### src/rtl/cmdp_pkg.sv
package cmdp_pkg;
  localparam int AUX_W = 12;
  localparam logic [AUX_W-1:0] ADR_CMD   = 12'h600;
  localparam logic [AUX_W-1:0] ADR_WDATA = 12'h601;

  localparam logic [7:0] OP_IRQ_RAISE = 8'h01;
  localparam logic [7:0] OP_IRQ_ACK   = 8'h02;
  localparam logic [7:0] OP_IRQ_STAT  = 8'h03;
  localparam logic [7:0] OP_IRQ_SRC   = 8'h04;
  localparam logic [7:0] OP_SEM_CLAIM = 8'h11;
  localparam logic [7:0] OP_SEM_FREE  = 8'h12;
  localparam logic [7:0] OP_CNT_LO    = 8'h42;
  localparam logic [7:0] OP_CNT_HI    = 8'h43;
endpackage

### src/rtl/cmdp_gcnt.sv
module cmdp_gcnt #(
  parameter int CNT_W = 64
) (
  input  logic             clk,
  input  logic             rst,
  output logic [CNT_W-1:0] cnt
);
  logic [CNT_W-1:0] cnt_q;

  always_ff @(posedge clk) begin
    if (rst) cnt_q <= '0;
    else     cnt_q <= cnt_q + 1'b1;
  end

  assign cnt = cnt_q;

  // free-running, one step per clock
  p_cnt_step_r3: assert property (@(posedge clk) disable iff (rst)
    !$past(rst) |-> cnt_q == $past(cnt_q) + 1'b1);
endmodule

### src/rtl/cmdp_sema.sv
module cmdp_sema #(
  parameter int NSEM   = 16,
  parameter int CORE_W = 2
) (
  input  logic              clk,
  input  logic              rst,
  input  logic              claim_en,
  input  logic              free_en,
  input  logic [15:0]       arg,
  input  logic [CORE_W-1:0] core,
  output logic              grant
);
  localparam int IDX_W = (NSEM > 1) ? $clog2(NSEM) : 1;

  logic [NSEM-1:0]   held_q;
  logic [CORE_W-1:0] who_q [NSEM];
  logic              in_range;
  logic [IDX_W-1:0]  sel;

  assign in_range = (32'(arg) < NSEM);
  assign sel      = arg[IDX_W-1:0];
  assign grant    = in_range && (!held_q[sel] || who_q[sel] == core);

  always_ff @(posedge clk) begin
    if (rst) begin
      held_q <= '0;
      for (int i = 0; i < NSEM; i++) who_q[i] <= '0;
    end else if (in_range) begin
      if (claim_en && grant) begin
        held_q[sel] <= 1'b1;
        who_q[sel]  <= core;
      end else if (free_en && held_q[sel] && who_q[sel] == core) begin
        held_q[sel] <= 1'b0;
      end
    end
  end

  for (genvar i = 0; i < NSEM; i++) begin : g_chk
    // a semaphore is only freed by its owner
    p_sem_free_owner_r5: assert property (@(posedge clk) disable iff (rst)
      $fell(held_q[i]) |-> $past(free_en && 32'(arg) == i && who_q[i] == core));
    // a held semaphore never changes hands
    p_sem_keep_owner_r4: assert property (@(posedge clk) disable iff (rst)
      held_q[i] && $past(held_q[i]) |-> who_q[i] == $past(who_q[i]));
  end
endmodule

### src/rtl/cmdp_xirq.sv
module cmdp_xirq #(
  parameter int NCORE  = 4,
  parameter int CORE_W = 2
) (
  input  logic              clk,
  input  logic              rst,
  input  logic              raise_en,
  input  logic              ack_en,
  input  logic [15:0]       arg,
  input  logic [NCORE-1:0]  mask,
  input  logic [CORE_W-1:0] core,
  output logic [NCORE-1:0]  stat_vec,
  output logic [NCORE-1:0]  src_vec,
  output logic [NCORE-1:0]  irq
);
  // pend_q[target][source]
  logic [NCORE-1:0][NCORE-1:0] pend_q;
  logic [NCORE-1:0]            irq_q;
  logic                        arg_ok;

  assign arg_ok = (32'(arg) < NCORE);

  always_ff @(posedge clk) begin
    if (rst) begin
      pend_q <= '0;
      irq_q  <= '0;
    end else begin
      for (int t = 0; t < NCORE; t++) begin
        for (int s = 0; s < NCORE; s++) begin
          if (raise_en && arg_ok && arg[CORE_W-1:0] == CORE_W'(t) && core == CORE_W'(s))
            pend_q[t][s] <= 1'b1;
          else if (ack_en && core == CORE_W'(t) &&
                   (arg[15] ? mask[s] : (arg_ok && arg[CORE_W-1:0] == CORE_W'(s))))
            pend_q[t][s] <= 1'b0;
        end
        irq_q[t] <= |pend_q[t];
      end
    end
  end

  always_comb begin
    stat_vec = pend_q[core];
    for (int t = 0; t < NCORE; t++) src_vec[t] = pend_q[t][core];
  end

  assign irq = irq_q;

  for (genvar t = 0; t < NCORE; t++) begin : g_t
    for (genvar s = 0; s < NCORE; s++) begin : g_s
      // a pending bit appears only on a raise from s aimed at t
      p_irq_set_r6: assert property (@(posedge clk) disable iff (rst)
        $rose(pend_q[t][s]) |-> $past(raise_en && core == CORE_W'(s) && 32'(arg) == t));
      // a pending bit clears only on an acknowledge by its target
      p_irq_clear_r7: assert property (@(posedge clk) disable iff (rst)
        $fell(pend_q[t][s]) |-> $past(ack_en && core == CORE_W'(t)));
    end
  end
endmodule

### src/rtl/cluster_cmd_port.sv
module cluster_cmd_port
  import cmdp_pkg::*;
#(
  parameter int NCORE = 4,
  parameter int NSEM  = 16,
  parameter int DW    = 32
) (
  input  logic                     clk,
  input  logic                     rst,
  input  logic                     bus_wr,
  input  logic [AUX_W-1:0]         bus_addr,
  input  logic [DW-1:0]            bus_wdata,
  input  logic [$clog2(NCORE)-1:0] bus_core,
  output logic [DW-1:0]            rdback,
  output logic [NCORE-1:0]         irq_out
);
  localparam int CORE_W = $clog2(NCORE);
  localparam int CNT_W  = 2 * DW;

  logic              is_cmd, is_wd, known;
  logic [7:0]        op;
  logic [15:0]       arg;
  logic [DW-1:0]     wd_q, rb_q, rb_d;
  logic [CNT_W-1:0]  cnt;
  logic              grant;
  logic [NCORE-1:0]  stat_vec, src_vec;

  assign is_cmd = bus_wr && bus_addr == ADR_CMD;
  assign is_wd  = bus_wr && bus_addr == ADR_WDATA;
  assign op     = bus_wdata[7:0];
  assign arg    = bus_wdata[23:8];
  assign known  = op inside {OP_IRQ_RAISE, OP_IRQ_ACK, OP_IRQ_STAT, OP_IRQ_SRC,
                             OP_SEM_CLAIM, OP_SEM_FREE, OP_CNT_LO, OP_CNT_HI};

  cmdp_gcnt #(.CNT_W(CNT_W)) u_cnt (.clk(clk), .rst(rst), .cnt(cnt));

  cmdp_sema #(.NSEM(NSEM), .CORE_W(CORE_W)) u_sem (
    .clk(clk), .rst(rst),
    .claim_en(is_cmd && op == OP_SEM_CLAIM),
    .free_en (is_cmd && op == OP_SEM_FREE),
    .arg(arg), .core(bus_core), .grant(grant));

  cmdp_xirq #(.NCORE(NCORE), .CORE_W(CORE_W)) u_irq (
    .clk(clk), .rst(rst),
    .raise_en(is_cmd && op == OP_IRQ_RAISE),
    .ack_en  (is_cmd && op == OP_IRQ_ACK),
    .arg(arg), .mask(wd_q[NCORE-1:0]), .core(bus_core),
    .stat_vec(stat_vec), .src_vec(src_vec), .irq(irq_out));

  always_comb begin
    rb_d = rb_q;
    if (is_cmd) begin
      case (op)
        OP_CNT_LO:    rb_d = cnt[DW-1:0];
        OP_CNT_HI:    rb_d = cnt[CNT_W-1:DW];
        OP_SEM_CLAIM: rb_d = DW'(grant);
        OP_IRQ_STAT:  rb_d = DW'(stat_vec);
        OP_IRQ_SRC:   rb_d = DW'(src_vec);
        default:      rb_d = rb_q;
      endcase
    end
  end

  always_ff @(posedge clk) begin
    if (rst) begin
      rb_q <= '0;
      wd_q <= '0;
    end else begin
      rb_q <= rb_d;
      if (is_wd) wd_q <= bus_wdata;
    end
  end

  assign rdback = rb_q;

  // unknown opcodes leave readback alone
  p_unknown_hold_r10: assert property (@(posedge clk) disable iff (rst)
    is_cmd && !known |=> $stable(rdback));
  // a claim answers with a single bit
  p_claim_bool_r4: assert property (@(posedge clk) disable iff (rst)
    is_cmd && op == OP_SEM_CLAIM |=> rdback[DW-1:1] == '0);
  // write-data loads never touch readback
  p_wdata_quiet_r2: assert property (@(posedge clk) disable iff (rst)
    is_wd |=> $stable(rdback));
endmodule

### config.mk
export PLATFORM = sky130hd
export DESIGN_NAME = cluster_cmd_port
export DESIGN_NICKNAME = d
export VERILOG_FILES = /design/src/rtl/cmdp_pkg.sv /design/src/rtl/cmdp_gcnt.sv /design/src/rtl/cmdp_sema.sv /design/src/rtl/cmdp_xirq.sv /design/src/rtl/cluster_cmd_port.sv
export SDC_FILE = /design/constraint.sdc
export NUM_CORES = 1
export LEC_CHECK = 0
export ABC_AREA = 1
export BUFFER_PORTS_ARGS = -buffer_cell sky130_fd_sc_hd__buf_2
export CELL_PAD_IN_SITES_DETAIL_PLACEMENT = 2
export CELL_PAD_IN_SITES_GLOBAL_PLACEMENT = 2
export CORE_ASPECT_RATIO = 0.75
export CORE_MARGIN = 2
export CORE_UTILIZATION = 30
export DETAILED_ROUTE_END_ITERATION = 10
export PLACE_DENSITY_LB_ADDON = 0.1
export SETUP_SLACK_MARGIN = 0.4
export SYNTH_ARGS = -nofsm -noshare
export SYNTH_HDL_FRONTEND = slang
export SYNTH_SLANG_ARGS = --single-unit
### constraint.sdc
create_clock -name clk -period 2.25 [get_ports clk]
set_input_delay 0.45 -clock clk [delete_from_list [all_inputs] [get_ports clk]]
set_output_delay 0.45 -clock clk [all_outputs]
set_load 0.01 [all_outputs]
==> flow_summary.yaml <==
floorplanning:
  dieWidth_um: 203
  die_h_um: 153
  io_pins: 85
  initial_utilization_pct: 30.6
  core-area_um2: 29200
  die_area_um2: 31100
  num_rows: 54
yosys:
  synth_top_cell_area_share_pct: 30.5
  async_reset_ff_share_pct: 0
  synth_edf_count: 32
  synth_area_leaders: "dfxtp_1 31%, nand2_1 14%, nor2_1 12%"
  yosysSeqAreaShare_pct: 41.3
  yosys.cell_count.top_type: "nand2_1"
  yosysTopAreaCell: "dfxtp_1"
  synth_area_per_cell_um2: 6.54
  mappedNetlistNets: 1413
  yosys_warnings: 0
  ys_top_cells_by_count: "332 x nand2_1, 275 x nor2_1, 162 x inv_1"
  ys_ff_latch: 168
  ys.flop_type: "dfxtp_1"
  syn-cell-area_um2: 8920
  synthCells: 1363
  synth_cell_types: 40
sta:
  slew_headroom_pct: 56.6
  rsz0062_at_grt: "yes"
  max_freq_mhz: 413
  final.period_utilization_pct: 108
  skew_ns: 0.0182
  finalSetupTns_ns: -6.31
  fin_crit_ns: 2.42
  fin_ws_ns: -0.172
  tightest_slew_ns: 0.652
  setup_violations: 63
  slew_violations: 0
  hold_viol: 0
detailed_routing:
  routed_via_density: 5.44
  vias: 11000
  met2WireLength_um: 22400
  highest_layer: "met4"
  drt-wirelength-per-cell_um: 24.5
  met3WireLength_um: 2970
  routed_wl_um: 49600
  drtPass1Iterations: 5
  drtAntennaViolNets: 0
  wirelength_met1_um: 23500
  drc: 0
  drtIter0Drc: 865
hold_path:
  holdPathEnd: "wd_q[0]$_SDFFE_PP0P_"
  hold_class: "in2reg"
  min_from: "bus_wdata[0]"
  min_path_cells: 3
global_routing:
  grt_use_total_pct: 26.9
  grt_pass1_wl_um: 64000
  grt-ovfl-total: 0
  antenna_found_initial: 1
  grt_start_max_net_pins: 55
  grt_pass1_vias: 10800
setup_path:
  worstPathMaxFanout: 8
  path_common_cell: "nand2_1"
  start_kind: "flip-flop"
  critPathSlowestCell: "edfxtp_1"
  r2r-end: "u_sem.who_q[11][1]$_SDFFCE_PN0P_"
  reg2reg_depth: 17
  required_ns: 2.43
  path_class: "reg2reg"
  cpPeakStageDelay_ns: 0.44
  cp_cell_sequence: "nand2_1, nand2_1, nand2_1, nand2_1, nand2_1, nand2_2, nor2_1, nand2_1, nand2_1, nand2_2, nand2_4, nand3_4, nor2_4, buf_6, buf_12, nand2_4, nand2_2"
  endpoint_kind: "flip-flop"
  r2r_slack_ns: -0.17
  rr_startpoint: "u_sem.who_q[7][0]$_SDFFCE_PN0P_"
  crit_arrival_ns: 2.60
layout:
  finalNetCount: 1667
  drive_above_1_share_pct: 35.8
  antenna_cells: 0
  syn_to_final_growth_pct: 48.3
  fin_area_um2: 13200
  final.fill_count: 3360
power:
  peakVddDrop_v: 0.000512
  powerDensity_nw_per_um2: 491
  p_leak_nw: 5.49
clock_network:
  htreeDepth: 4
  clk_pin_slew_ns: 0.08
  cts_tree: "built"
  hold_buffers: 0
  numCtsBuffers: 17
  clk_latency_ns: 0.47
  cts.sinks: 168
  cts_buffer_depth: 2
  clockRootBuffer: "clkbuf_16"
placed_design:
  place_ws_ns: -0.347
  port_buffers: 76
  detailed_place_hpwl_um: 30600
  place.gp.congestion: 0.882
  post_dp_cell_area_um2: 10900
job:
  max_cap_violations: 0
outcome:
  violations: "negative setup slack"
  outcome: "finished with violations"
==> worst max-delay path by stage <==
stage,start,to,cells after the start
floorplan,bus_wdata[8],u_sem.who_q[11][0]$_SDFFCE_PN0P_,18
global placement,bus_wdata[8],u_sem.who_q[15][1]$_SDFFCE_PN0P_,18
detailed placement,bus_wdata[9],u_sem.who_q[8][0]$_SDFFCE_PN0P_,13
CTS,u_sem.who_q[14][0]$_SDFFCE_PN0P_,u_sem.who_q[8][0]$_SDFFCE_PN0P_,17
global route,u_sem.who_q[7][0]$_SDFFCE_PN0P_,u_sem.who_q[11][1]$_SDFFCE_PN0P_,17
finish,u_sem.who_q[7][0]$_SDFFCE_PN0P_,u_sem.who_q[11][1]$_SDFFCE_PN0P_,17
==> through the flow <==
step | total power [mW] | cells | hold WS, ns | utilization [%]
floorplan | 3.37 | 1363 | 0.446 | -
global placement | 3.54 | 1932 | 0.457 | 37.3
detailed placement | 3.56 | 1932 | 0.472 | 37.3
CTS | 6.39 | 1986 | 0.283 | 41.1
global route | 6.66 | 2022 | 0.315 | 45.3
finish | 6.49 | 2022 | 0.306 | 45.3
==> power breakdown <==
part           internal [mW]  total (mW)  leakage (nW)  switching, mW
Sequential              3.07        3.08          1.45         0.0140
Combinational          0.150       0.464          3.78          0.314
Clock                   1.48        2.94         0.260           1.46
Total                   4.70        6.49          5.49           1.79
==> final cells by class <==
class | count | area [um^2] | area share [%]
Clock buffer | 21 | 462 | 3.49
Inverter | 166 | 656 | 4.96
Tap cell | 392 | 490 | 3.71
Clock inverter | 11 | 73.8 | 0.558
Sequential cell | 168 | 3760 | 28.4
Multi-Input combinational cell | 989 | 5660 | 42.8
Timing Repair Buffer | 275 | 2120 | 16.1
==> critical path: cells and delay by family (launching register included) <==
kind	cells	cell delay [ns]
buf+inv	2	0.28
simple gates	15	1.40
flops	1	0.44
==> placed cells by master (no fill, tap or decap), types with 17 or more instances in the layout <==
master     instances
nand2_4           29
dfxtp_2           19
o22ai_1           32
buf_2             76
buf_4            153
nand4_1           28
nand2_2           40
a21oi_1           57
inv_2             17
dfxtp_1          104
inv_1            141
o21ai_0           66
nor3_1            22
nor2_2            36
nand2_1          262
clkbuf_16         18
nor2_1           206
nor2_4            38
nand3_1           43
buf_6             38
edfxtp_1          32
==> flip-flops by register name, summed over array words and instances (netlist names), named ones only <==
| register | count |
|---|---|
| u_cnt.cnt | 64 |
| rdback | 32 |
| u_sem.who_q | 32 |
| u_irq.pend_q | 16 |
| u_irq.irq | 4 |
| wd_q | 4 |
==> kinds of logic (layout without fill, tap and decap cells) <==
kind of cell    count (synthesis)  in the layout  synth area share [%]
compound gates                204            204                  12.3
fa+ha+maj                       1              1                 0.140
simple gates                  774            774                  36.3
xor+xnor                       10             10                 0.982
buf+inv                       206            473                  9.02
flops                         168            168                  41.3
==> metal layers <==
layer,global-route usage [%],up-vias
met4,4.90,0
met1,42.0,5627
met3,4.35,57
li1,-,4943
met5,0,-
met2,38.6,366
==> what timing repair did <==
action                     CTS  global route
pin swaps                   34            84
setup buffers               21            36
gates resized for setup    131           266
cloned                       1             0
setup endpoints to repair  120           166
No activity file was read; power rests on OpenSTA's default activity.
